`config.mk`:
```
export PLATFORM = sky130hd
export DESIGN_NAME = lcd_tc
export DESIGN_NICKNAME = d
export VERILOG_FILES = /design/src/rtl/lcd_tc_pkg.sv /design/src/rtl/lcd_tc_regs.sv /design/src/rtl/lcd_tc_timing.sv /design/src/rtl/lcd_tc_video.sv /design/src/rtl/lcd_tc.sv
export SDC_FILE = /design/constraint.sdc
export NUM_CORES = 1
export LEC_CHECK = 0
export BUFFER_PORTS_ARGS = -buffer_cell sky130_fd_sc_hd__buf_2
export CELL_PAD_IN_SITES_DETAIL_PLACEMENT = 1
export CELL_PAD_IN_SITES_GLOBAL_PLACEMENT = 1
export CORE_ASPECT_RATIO = 0.5
export CORE_MARGIN = 3
export CORE_UTILIZATION = 45
export CTS_CLUSTER_DIAMETER = 80
export DETAILED_ROUTE_END_ITERATION = 8
export HOLD_SLACK_MARGIN = 0.08
export PLACE_DENSITY = 0.79
export SETUP_SLACK_MARGIN = 0.1
export SLEW_MARGIN = 10
export SYNTH_ARGS = -nofsm -noshare
export SYNTH_HDL_FRONTEND = slang
export SYNTH_SLANG_ARGS = --single-unit
```
`constraint.sdc`:
```
create_clock -name clk_i -period 7.3 [get_ports clk_i]
set_input_delay 1.46 -clock clk_i [delete_from_list [all_inputs] [get_ports clk_i]]
set_output_delay 1.46 -clock clk_i [all_outputs]
set_load 0.1 [all_outputs]
```
`src/rtl/lcd_tc_pkg.sv`:
```
package lcd_tc_pkg;
  localparam int ADDR_W  = 12;
  localparam int REG_W   = 32;
  localparam int FLD_W   = 16;
  localparam int DLY_W   = 5;
  localparam int LNUM_W  = 12;
  localparam int DLY_MAX = 30;
  localparam int EXT_W   = FLD_W + 2;

  localparam logic [ADDR_W-1:0] OFS_GLB  = 12'h000;
  localparam logic [ADDR_W-1:0] OFS_IRQ  = 12'h004;
  localparam logic [ADDR_W-1:0] OFS_LINE = 12'h008;
  localparam logic [ADDR_W-1:0] OFS_CHAN = 12'h040;
  localparam logic [ADDR_W-1:0] OFS_SIZE = 12'h048;
  localparam logic [ADDR_W-1:0] OFS_HTIM = 12'h04C;
  localparam logic [ADDR_W-1:0] OFS_VTIM = 12'h050;
  localparam logic [ADDR_W-1:0] OFS_SYNC = 12'h054;
  localparam logic [ADDR_W-1:0] OFS_POL  = 12'h088;

  // irq register bit positions
  localparam int B_VB_EN = 31;
  localparam int B_LN_EN = 29;
  localparam int B_VB_FL = 15;
  localparam int B_LN_FL = 13;

  typedef struct packed {
    logic              master_en;
    logic              map_sel;
    logic              chan_en;
    logic [DLY_W-1:0]  dly;
    logic [FLD_W-1:0]  hact_m1;
    logic [FLD_W-1:0]  vact_m1;
    logic [FLD_W-1:0]  htot_m1;
    logic [FLD_W-1:0]  hbp_m1;
    logic [FLD_W-1:0]  vtot_x2;
    logic [FLD_W-1:0]  vbp_m1;
    logic [FLD_W-1:0]  hsw_m1;
    logic [FLD_W-1:0]  vsw_m1;
    logic              inv_h;
    logic              inv_v;
    logic [LNUM_W-1:0] line_num;
  } tc_cfg_t;

  function automatic logic [DLY_W-1:0] cap_dly(input logic [DLY_W-1:0] d);
    return (d > DLY_W'(DLY_MAX)) ? DLY_W'(DLY_MAX) : d;
  endfunction

  // first active line index, extended width
  function automatic logic [EXT_W-1:0] v_first(input tc_cfg_t c);
    return EXT_W'(c.vbp_m1) + EXT_W'(1) + EXT_W'(cap_dly(c.dly));
  endfunction
endpackage

```
`src/rtl/lcd_tc_regs.sv`:
```
module lcd_tc_regs
  import lcd_tc_pkg::*;
(
  input  logic              clk_i,
  input  logic              rst_ni,
  input  logic              we_i,
  input  logic [ADDR_W-1:0] addr_i,
  input  logic [REG_W-1:0]  wdata_i,
  output logic [REG_W-1:0]  rdata_o,
  input  logic              vb_set_i,
  input  logic              ln_set_i,
  output tc_cfg_t           cfg_o,
  output logic              vb_flag_o,
  output logic              irq_o
);
  tc_cfg_t cfg_q;
  logic vb_en_q, ln_en_q, vb_fl_q, ln_fl_q;
  logic irq_wr;

  assign irq_wr = we_i && (addr_i == OFS_IRQ);

  always_ff @(posedge clk_i or negedge rst_ni) begin
    if (!rst_ni) begin
      cfg_q   <= '0;
      vb_en_q <= 1'b0;
      ln_en_q <= 1'b0;
    end else if (we_i) begin
      case (addr_i)
        OFS_GLB: begin
          cfg_q.master_en <= wdata_i[31];
          cfg_q.map_sel   <= wdata_i[0];
        end
        OFS_CHAN: begin
          cfg_q.chan_en <= wdata_i[31];
          cfg_q.dly     <= wdata_i[4 +: DLY_W];
        end
        OFS_SIZE: begin
          cfg_q.hact_m1 <= wdata_i[31:16];
          cfg_q.vact_m1 <= wdata_i[15:0];
        end
        OFS_HTIM: begin
          cfg_q.htot_m1 <= wdata_i[31:16];
          cfg_q.hbp_m1  <= wdata_i[15:0];
        end
        OFS_VTIM: begin
          cfg_q.vtot_x2 <= wdata_i[31:16];
          cfg_q.vbp_m1  <= wdata_i[15:0];
        end
        OFS_SYNC: begin
          cfg_q.hsw_m1 <= wdata_i[31:16];
          cfg_q.vsw_m1 <= wdata_i[15:0];
        end
        OFS_POL: begin
          cfg_q.inv_h <= wdata_i[25];
          cfg_q.inv_v <= wdata_i[24];
        end
        OFS_LINE: cfg_q.line_num <= wdata_i[LNUM_W-1:0];
        OFS_IRQ: begin
          vb_en_q <= wdata_i[B_VB_EN];
          ln_en_q <= wdata_i[B_LN_EN];
        end
        default: ;
      endcase
    end
  end

  // set event wins over a clearing write
  always_ff @(posedge clk_i or negedge rst_ni) begin
    if (!rst_ni) begin
      vb_fl_q <= 1'b0;
      ln_fl_q <= 1'b0;
    end else begin
      vb_fl_q <= (irq_wr ? (vb_fl_q & wdata_i[B_VB_FL]) : vb_fl_q) | vb_set_i;
      ln_fl_q <= (irq_wr ? (ln_fl_q & wdata_i[B_LN_FL]) : ln_fl_q) | ln_set_i;
    end
  end

  always_comb begin
    rdata_o = '0;
    case (addr_i)
      OFS_GLB:  rdata_o = {cfg_q.master_en, 30'b0, cfg_q.map_sel};
      OFS_IRQ:  rdata_o = {vb_en_q, 1'b0, ln_en_q, 13'b0, vb_fl_q, 1'b0, ln_fl_q, 13'b0};
      OFS_LINE: rdata_o = {{(REG_W-LNUM_W){1'b0}}, cfg_q.line_num};
      OFS_CHAN: rdata_o = {cfg_q.chan_en, 22'b0, cfg_q.dly, 4'b0};
      OFS_SIZE: rdata_o = {cfg_q.hact_m1, cfg_q.vact_m1};
      OFS_HTIM: rdata_o = {cfg_q.htot_m1, cfg_q.hbp_m1};
      OFS_VTIM: rdata_o = {cfg_q.vtot_x2, cfg_q.vbp_m1};
      OFS_SYNC: rdata_o = {cfg_q.hsw_m1, cfg_q.vsw_m1};
      OFS_POL:  rdata_o = {6'b0, cfg_q.inv_h, cfg_q.inv_v, 24'b0};
      default:  rdata_o = '0;
    endcase
  end

  assign cfg_o     = cfg_q;
  assign vb_flag_o = vb_fl_q;
  assign irq_o     = (vb_fl_q & vb_en_q) | (ln_fl_q & ln_en_q);
endmodule

```
`src/rtl/lcd_tc_timing.sv`:
```
module lcd_tc_timing
  import lcd_tc_pkg::*;
(
  input  logic             clk_i,
  input  logic             rst_ni,
  input  tc_cfg_t          cfg_i,
  input  logic             run_i,
  input  logic             pclk_en_i,
  output logic [FLD_W-1:0] hcnt_o,
  output logic [FLD_W-1:0] vcnt_o,
  output logic             tick_o,
  output logic             vb_set_o,
  output logic             ln_set_o
);
  logic [FLD_W-1:0] hcnt_q, vcnt_q, v_last;
  logic [EXT_W-1:0] v_last_act;
  logic             tick, h_wrap;

  assign tick       = run_i & pclk_en_i;
  assign v_last     = (cfg_i.vtot_x2 >> 1) - FLD_W'(1);
  assign v_last_act = v_first(cfg_i) + EXT_W'(cfg_i.vact_m1);
  assign h_wrap     = hcnt_q >= cfg_i.htot_m1;

  always_ff @(posedge clk_i or negedge rst_ni) begin
    if (!rst_ni) begin
      hcnt_q <= '0;
      vcnt_q <= '0;
    end else if (!run_i) begin
      hcnt_q <= '0;
      vcnt_q <= '0;
    end else if (tick) begin
      if (h_wrap) begin
        hcnt_q <= '0;
        vcnt_q <= (vcnt_q >= v_last) ? '0 : vcnt_q + FLD_W'(1);
      end else begin
        hcnt_q <= hcnt_q + FLD_W'(1);
      end
    end
  end

  assign vb_set_o = tick && (hcnt_q == cfg_i.htot_m1) && (EXT_W'(vcnt_q) == v_last_act);
  assign ln_set_o = tick && (hcnt_q == '0) && (vcnt_q == FLD_W'(cfg_i.line_num));
  assign hcnt_o   = hcnt_q;
  assign vcnt_o   = vcnt_q;
  assign tick_o   = tick;
endmodule

```
`src/rtl/lcd_tc_video.sv`:
```
module lcd_tc_video
  import lcd_tc_pkg::*;
(
  input  tc_cfg_t          cfg_i,
  input  logic             run_i,
  input  logic [FLD_W-1:0] hcnt_i,
  input  logic [FLD_W-1:0] vcnt_i,
  output logic             hsync_o,
  output logic             vsync_o,
  output logic             de_o,
  output logic [FLD_W-1:0] pix_x_o,
  output logic [FLD_W-1:0] line_y_o
);
  localparam int N_SYNC = 2;

  logic                show;
  logic [N_SYNC-1:0]   sync_act, sync_inv, sync_out;
  logic [EXT_W-1:0]    h_lo, h_hi, v_lo, v_hi, hx, vx;
  logic                h_in, v_in;

  assign show = run_i & ~cfg_i.map_sel;

  assign sync_act[0] = hcnt_i <= cfg_i.hsw_m1;
  assign sync_act[1] = vcnt_i <= cfg_i.vsw_m1;
  assign sync_inv[0] = cfg_i.inv_h;
  assign sync_inv[1] = cfg_i.inv_v;

  for (genvar i = 0; i < N_SYNC; i++) begin : g_sync
    assign sync_out[i] = (show & sync_act[i]) ^ sync_inv[i];
  end

  assign hsync_o = sync_out[0];
  assign vsync_o = sync_out[1];

  assign hx   = EXT_W'(hcnt_i);
  assign vx   = EXT_W'(vcnt_i);
  assign h_lo = EXT_W'(cfg_i.hbp_m1) + EXT_W'(1);
  assign h_hi = h_lo + EXT_W'(cfg_i.hact_m1);
  assign v_lo = v_first(cfg_i);
  assign v_hi = v_lo + EXT_W'(cfg_i.vact_m1);
  assign h_in = (hx >= h_lo) && (hx <= h_hi);
  assign v_in = (vx >= v_lo) && (vx <= v_hi);

  assign de_o     = show & h_in & v_in;
  assign pix_x_o  = de_o ? FLD_W'(hx - h_lo) : '0;
  assign line_y_o = de_o ? FLD_W'(vx - v_lo) : '0;
endmodule

```
`src/rtl/lcd_tc.sv`:
```
module lcd_tc
  import lcd_tc_pkg::*;
(
  input  logic              clk_i,
  input  logic              rst_ni,
  input  logic              en_i,
  input  logic              pclk_en_i,
  input  logic              bus_we_i,
  input  logic [ADDR_W-1:0] bus_addr_i,
  input  logic [REG_W-1:0]  bus_wdata_i,
  output logic [REG_W-1:0]  bus_rdata_o,
  output logic              hsync_o,
  output logic              vsync_o,
  output logic              de_o,
  output logic [FLD_W-1:0]  pix_x_o,
  output logic [FLD_W-1:0]  line_y_o,
  output logic              irq_o
);
  tc_cfg_t          cfg;
  logic             run, tick, vb_set, ln_set, vb_flag;
  logic [FLD_W-1:0] hcnt, vcnt;

  assign run = en_i & cfg.master_en & cfg.chan_en;

  lcd_tc_regs u_regs (
    .clk_i     (clk_i),
    .rst_ni    (rst_ni),
    .we_i      (bus_we_i),
    .addr_i    (bus_addr_i),
    .wdata_i   (bus_wdata_i),
    .rdata_o   (bus_rdata_o),
    .vb_set_i  (vb_set),
    .ln_set_i  (ln_set),
    .cfg_o     (cfg),
    .vb_flag_o (vb_flag),
    .irq_o     (irq_o)
  );

  lcd_tc_timing u_timing (
    .clk_i     (clk_i),
    .rst_ni    (rst_ni),
    .cfg_i     (cfg),
    .run_i     (run),
    .pclk_en_i (pclk_en_i),
    .hcnt_o    (hcnt),
    .vcnt_o    (vcnt),
    .tick_o    (tick),
    .vb_set_o  (vb_set),
    .ln_set_o  (ln_set)
  );

  lcd_tc_video u_video (
    .cfg_i    (cfg),
    .run_i    (run),
    .hcnt_i   (hcnt),
    .vcnt_i   (vcnt),
    .hsync_o  (hsync_o),
    .vsync_o  (vsync_o),
    .de_o     (de_o),
    .pix_x_o  (pix_x_o),
    .line_y_o (line_y_o)
  );
endmodule

```
==> results of run 1 <==
[flip-flops by register name, summed over array words and instances (netlist names)]
register,flops
u_timing.vcnt_o,16
u_regs.cfg_o,150
u_regs.vb_flag_o,1
u_regs.ln_en_q,1
u_regs.vb_en_q,1
u_timing.hcnt_o,16
u_regs.ln_fl_q,1
[cells in the final DEF, fill, tap and decap left out, types with 12 or more instances in the layout]
cell type / n
nand2_1: 112
clkbuf_16: 18
a21o_1: 37
nor2_1: 64
a211oi_1: 15
nand4_1: 31
and3_1: 27
nor2_4: 17
o21ai_0: 88
nand2b_1: 21
nand3_1: 38
a222oi_1: 12
nor2b_1: 19
ha_1: 168
xnor2_1: 60
a21oi_1: 64
buf_4: 33
mux2_2: 136
buf_12: 31
inv_1: 107
dfrtp_1: 184
nor3_1: 23
buf_2: 82
a22oi_1: 59
o21a_1: 15
xor2_1: 48
[metal layers]
metal	track usage, %	routed length [µm]	vias up
li1	-	-	5924
met1	42.1	23900	6902
met2	51.2	26100	458
met3	4.70	3410	91
met4	8.57	1340	0
met5	0	0	-
[cells by family (layout without fill, tap and decap cells)]
| family | Yosys count | after routing |
|---|---|---|
| muxes | 139 | 139 |
| xor gates and xnor gates | 114 | 114 |
| and+or+nand+nor | 428 | 428 |
| DFF | 186 | 186 |
| buffers and inverters | 153 | 296 |
| adders and majority gates | 176 | 176 |
| AOI/OAI and AO/OA | 354 | 354 |
[through the flow]
step / utilization [%] / TNS [ps]
global placement: 49.6 / 0
floorplan: - / -103
detailed placement: 49.6 / 0
global route: 54.4 / -6900
CTS: 52.7 / 0
finish: 54.4 / -128
[power by group through the flow]
stage / combinational [W] / clock [W] / sequential [W]
floorplan: 0.0000360 / 0 / 0.00106
global placement: 0.0000923 / 0 / 0.00106
detailed placement: 0.0000968 / 0 / 0.00106
CTS: 0.0000980 / 0.000981 / 0.00104
global route: 0.000110 / 0.00103 / 0.00104
finish: 0.000100 / 0.000974 / 0.00104
[area by class of cell]
| cell class | count | share of cell area, % |
|---|---|---|
| tap | 432 | 3.11 |
| timing repair buffer | 156 | 8.31 |
| clock inverter | 13 | 0.965 |
| multi-input combinational | 1211 | 55.9 |
| clock buffer | 18 | 2.47 |
| sequential | 186 | 26.8 |
| inverter | 109 | 2.38 |
[repair_timing]
action | 4_1_cts | 5_1_grt
pin swaps | 15 | 30
buffers inserted | 10 | 9
gates resized for setup | 78 | 107
gates cloned | 2 | 1
setup endpoints to repair | 33 | 33
[final timing paths]
| kind | from | endpoint | slack (ps) | depth (start not counted) |
|---|---|---|---|---|
| max reg2reg | u_regs.cfg_o[143] | u_regs.vb_flag_o | 2360 | 22 |
| max | u_regs.cfg_o[143] | pix_x_o[3] | -40 | 28 |
| max in group asynchronous | rst_ni | u_regs.cfg_o[81] | 4910 | 2 |
| min reg2reg | u_regs.cfg_o[62] | u_regs.cfg_o[62] | 520 | 1 |
| min in group asynchronous | rst_ni | u_regs.cfg_o[100] | 1020 | 1 |
| min | u_regs.cfg_o[62] | u_regs.cfg_o[62] | 520 | 1 |
==> summary.md, run 1 <==
| Metric | Value |
|---|---|
| Clk_skew | `16.7 ps` |
| Placed Area | `15800 µm²` |
| Crit Path Class | `reg2out` |
| Leakage | `8.82 nW` |
| Final min period | `7340 ps` |
| CTS root buffer | `clkbuf_16` |
| Post-synth EDFFs | `0` |
| Antenna diode count | `0` |
| Clock power frac | `46.1%` |
| Final Instance Area | `17400 µm²` |
| Worst min path class | `reg2reg` |
| DP HPWL | `40600 µm` |
| Pwr Density | `122 nW/µm²` |
| Routed vias | `13375` |
| Rel. slew slack | `13.3%` |
| Filler cells | `3628` |
| RSZ-0062 raised after global routing | `true` |
| Final WS setup | `-42.9 ps` |
| Multi-input gate area | `9710 µm²` |
| Starting Density | `46.0%` |
| Largest net degree at the start of global routing | `71` |
| Max-Cap Viols | `0` |
| CP bufs+invs | `4` |
| Type of origin of the critical path | `flip-flop` |
| Vias per cell | `6.29` |
| TritonCTS clock tree | `built` |
| Syn nets | `1775` |
| Slew Viols, Final | `0` |
| Pint | `0.00161 W` |
| CTS H-tree depth | `4` |
| TritonCTS Sinks | `186` |
| Core footprint | `31900 µm²` |
| Slowest cell on crit path | `or4_4` |
| Endpoints failing setup | `8` |
| Share of layout cells above drive strength 1 | `23.7%` |
| Worst slew pin tran | `1300 ps` |
| Synth top area share | `31.6%` |
| First-pass GRT wire length | `82800 µm` |
| Post-synthesis sequential area ratio | `31.6%` |
| Initial DRC count | `981` |
| Endpoints failing hold | `0` |
| Combinational power share | `4.7%` |
| Switch share | `23.9%` |
| CP most frequent cell | `a21o_1` |
| Worst EP required | `5840 ps` |
| Synth unique cells | `77` |
| Switching power | `0.000506 W` |
| Drt drc | `0` |
| Io pins | `117` |
| Area Overhead vs Synth | `18.1%` |
| Top post-synthesis cells by area | `dfrtp_1, ha_1, mux2_2, xnor2_1, xor2_1` |
| Routed wire length per instance | `25.8 µm` |
| Crit path DAT | `5880 ps` |
| Critical Path Sink Type | `output port` |
| Post-synthesis simple-gate area fraction | `15.2%` |
| Cells after DPL | `2072` |
| Grt ovf | `0` |
| Synth async-reset ratio | `100%` |
| Multiplexer share of the synthesized area | `10.7%` |
| Clock Latency Late Sink | `460 ps` |
| Max Fclk | `136 MHz` |
| Critical path fanouts, max | `7` |
| Top-count cell post-synth | `dfrtp_1` |
| Overall Power | `0.00211 W` |
| Tcrit/Tclk final | `101%` |
| Seq cells post-synth | `186` |
| TritonRoute pass-1 iters | `6` |
| Combinational family with the most area after synthesis | `compound AO/OA/AOI/OAI gates` |
| Pre-CTS WS | `109 ps` |
| CTS clk-pin slew, worst paths | `80 ps` |
| GPL Wtd Cong | `0.915` |
| Chip Height | `134 µm` |
| Syn Std Cell Area | `14700 µm²` |
| FF/Latch Area | `4660 µm²` |
| Final Hold Slack | `516 ps` |
| CTS Buf Count | `17` |
| Vias in the first global route | `14091` |
| Syn Inst Count | `1550` |
| Row count | `46` |
| Delay of the slowest cell on the worst path | `470 ps` |
| Clock Tree Buf Depth | `2` |
| Synth area leader | `dfrtp_1` |
| PortBufs | `116` |
| Cts hold-fix bufs | `0` |
| Total track usage | `30.9%` |
| Synth warn | `0` |
| Non-filler cells in the finished layout | `2125` |
| Worst VDD drop | `0.144 mV` |
| Die ar. | `35000 µm²` |
| Crit-path leading delay family | `simple AND/OR/NAND/NOR gates` |
| Most common library cells after synthesis | `dfrtp_1, ha_1, mux2_2` |
| Sequential power share | `49.2%` |
| Status | `finished with violations` |
| Violated checks | `setup timing` |
| Syn Area/Cell | `9.49 µm²` |
| Initial antenna violation count | `0` |
| Complex-gate fraction of the synthesized area | `16.4%` |
| Routed WL | `54800 µm` |
| Final ANT Viol Nets | `0` |
| Post-synthesis adder-cell area fraction | `15.2%` |
| Ys flop type | `dfrtp_1` |
| Final net count | `1906` |
| Die W | `262 µm` |
| Synth Area in XOR/XNOR | `6.79%` |
Note: power is estimated with default switching activity, not from simulation.
==> run 2: changes to the inputs <==
--- a/config.mk
+++ b/config.mk
@@ -13,8 +13,8 @@
 export CORE_UTILIZATION = 45
 export CTS_CLUSTER_DIAMETER = 80
 export DETAILED_ROUTE_END_ITERATION = 8
-export HOLD_SLACK_MARGIN = 0.08
 export PLACE_DENSITY = 0.79
+export RECOVER_POWER = 100
 export SETUP_SLACK_MARGIN = 0.1
 export SLEW_MARGIN = 10
 export SYNTH_ARGS = -nofsm -noshare
==> summary.md, run 2 (synthesis results as in run 1) <==
| Metric | Value |
|---|---|
| Initial DRC count | `950` |
| PortBufs | `116` |
| Overall Power | `0.00211 W` |
| Routed vias | `13322` |
| FF-to-FF path depth | `22` |
| Critical path fanouts, max | `7` |
| CP most frequent cell | `a21o_1` |
| Hold_sp | `u_regs.cfg_o[62]` |
| Row count | `46` |
| Worst min path class | `reg2reg` |
| Die W | `262 µm` |
| Max Fclk | `136 MHz` |
| Clock Latency Late Sink | `460 ps` |
| Worst EP required | `5840 ps` |
| Pwr Density | `122 nW/µm²` |
| Filler cells | `3646` |
| Final min period | `7340 ps` |
| Max reg flops | `150` |
| Non-filler cells in the finished layout | `2125` |
| Hold endpoint | `u_regs.cfg_o[62]` |
| RSZ-0062 raised after global routing | `true` |
| GPL Wtd Cong | `0.915` |
| CTS Buf Count | `17` |
| Clock Tree Buf Depth | `2` |
| Delay of the slowest cell on the worst path | `470 ps` |
| First-pass GRT wire length | `82800 µm` |
| Clk_skew | `15.8 ps` |
| Cells after DPL | `2072` |
| Io pins | `117` |
| Antenna diode count | `0` |
| Violated checks | `capacitance limit, slew limit, setup timing` |
| Crit path DAT | `5880 ps` |
| Worst VDD drop | `0.143 mV` |
| Worst slew pin tran | `3900 ps` |
| Commonest non-fill, non-tap cell in the layout | `dfrtp_1` |
| Initial antenna violation count | `0` |
| Largest net degree at the start of global routing | `71` |
| Starting Density | `46.0%` |
| Final net count | `1906` |
| Final WS setup | `-35.5 ps` |
| Reg2Reg Capture Point | `u_regs.vb_flag_o` |
| Chip Height | `134 µm` |
| TritonCTS clock tree | `built` |
| Endpoints failing hold | `0` |
| Total track usage | `30.9%` |
| Routed WL | `54700 µm` |
| Drt drc | `0` |
| Slowest cell on crit path | `or4_4` |
| Final ANT Viol Nets | `0` |
| Type of origin of the critical path | `flip-flop` |
| Share of layout cells above drive strength 1 | `22.6%` |
| Core footprint | `31900 µm²` |
| CTS clk-pin slew, worst paths | `70 ps` |
| TritonRoute pass-1 iters | `6` |
| CTS root buffer | `clkbuf_16` |
| R2R Setup Slk | `2350 ps` |
| Die ar. | `35000 µm²` |
| Grt ovf | `0` |
| Rel. slew slack | `-160%` |
| Min-Delay Path Depth | `1` |
| DP HPWL | `40600 µm` |
| Critical Path Sink Type | `output port` |
| Vias per cell | `6.27` |
| Tcrit/Tclk final | `100%` |
| Status | `finished with violations` |
| CTS H-tree depth | `4` |
| Endpoints failing setup | `5` |
| Max-Cap Viols | `9` |
| Pre-CTS WS | `109 ps` |
| Area Overhead vs Synth | `17.6%` |
| Worst R2R Start | `u_regs.cfg_o[143]` |
| Vias in the first global route | `14091` |
| Crit Path Class | `reg2out` |
| Routed wire length per instance | `25.7 µm` |
| TritonCTS Sinks | `186` |
| Commonest cells after routing, fill and taps aside | `dfrtp_1, ha_1, mux2_2` |
| Leakage | `8.73 nW` |
| Slew Viols, Final | `292` |
run 2: cell types whose count changed in the layout (fill, tap and decap cells not counted), moves of 2 or more:
cell	change
and2_0	+2
buf_2	-36
buf_4	-10
clkbuf_1	+14
clkbuf_2	+33
run 2: cell type report:
type,count,area [µm²],share of cell area (%)
well taps,432,541,3.13
clock buffers,18,429,2.48
clock inverters,13,168,0.969
repair buffers,156,1390,8.05
flip-flops and latches,186,4660,26.9
multi-input cells,1211,9690,56.1
inverters,109,414,2.39
run 2: critical path: cells and delay by family, from the launching register on:
kind,cells,cell delay (ps)
AND/OR/NAND/NOR,9,1670
AO/OA/AOI/OAI,10,1630
adder cells (fa/ha/maj),3,800
buffers and inverters,4,610
flip-flops,1,390
XOR/XNOR,2,290
run 2: timing repair:
action | CTS | global route
hold buffers | 0 | 0
endpoints found under the hold margin | 0 | 0
resized for setup | 78 | 107
pin swaps | 15 | 30
buffers inserted | 10 | 9
endpoints found under the setup margin | 33 | 33
cloned | 2 | 1
run 2: how the worst max path moves through the flow:
stage | startpoint | to | slack, ps | cells after the start
after floorplan | u_regs.cfg_o[143] | pix_x_o[14] | -30 | 25
after global placement | u_regs.cfg_o[143] | pix_x_o[6] | 230 | 27
after detailed placement | u_regs.cfg_o[145] | pix_x_o[2] | 110 | 27
after CTS | u_regs.cfg_o[143] | line_y_o[12] | 110 | 28
after global routing | u_regs.cfg_o[143] | pix_x_o[3] | -250 | 28
final | u_regs.cfg_o[143] | pix_x_o[3] | -40 | 28
run 2: routing by layer:
| metal | wire length, µm | part of all wire, % | GRT usage (%) | up-vias |
|---|---|---|---|---|
| met2 | 26000 | 48 | 51.2 | 412 |
| met4 | 1400 | 2.6 | 8.57 | 0 |
| met3 | 3230 | 5.9 | 4.70 | 101 |
| li1 | - | - | - | 5919 |
| met1 | 24100 | 44 | 42.1 | 6890 |
| met5 | 0 | 0 | 0 | - |
run 2: through the flow:
step / hold slack (ps) / cell area, µm² / setup TNS (ps) / util, %
after floorplan: 480 / 14700 / -103 / -
after global placement: 491 / 15800 / 0 / 49.6
after detailed placement: 498 / 15800 / 0 / 49.6
after CTS: 514 / 16800 / 0 / 52.7
after global routing: 520 / 17300 / -6900 / 54.1
final: 518 / 17300 / -81.1 / 54.1
run 2: power by group:
group	total, W	internal, W	switching, W
Sequential	0.00104	0.00103	0.00000498
Combinational	0.0000989	0.0000311	0.0000678
Clock	0.000976	0.000541	0.000435
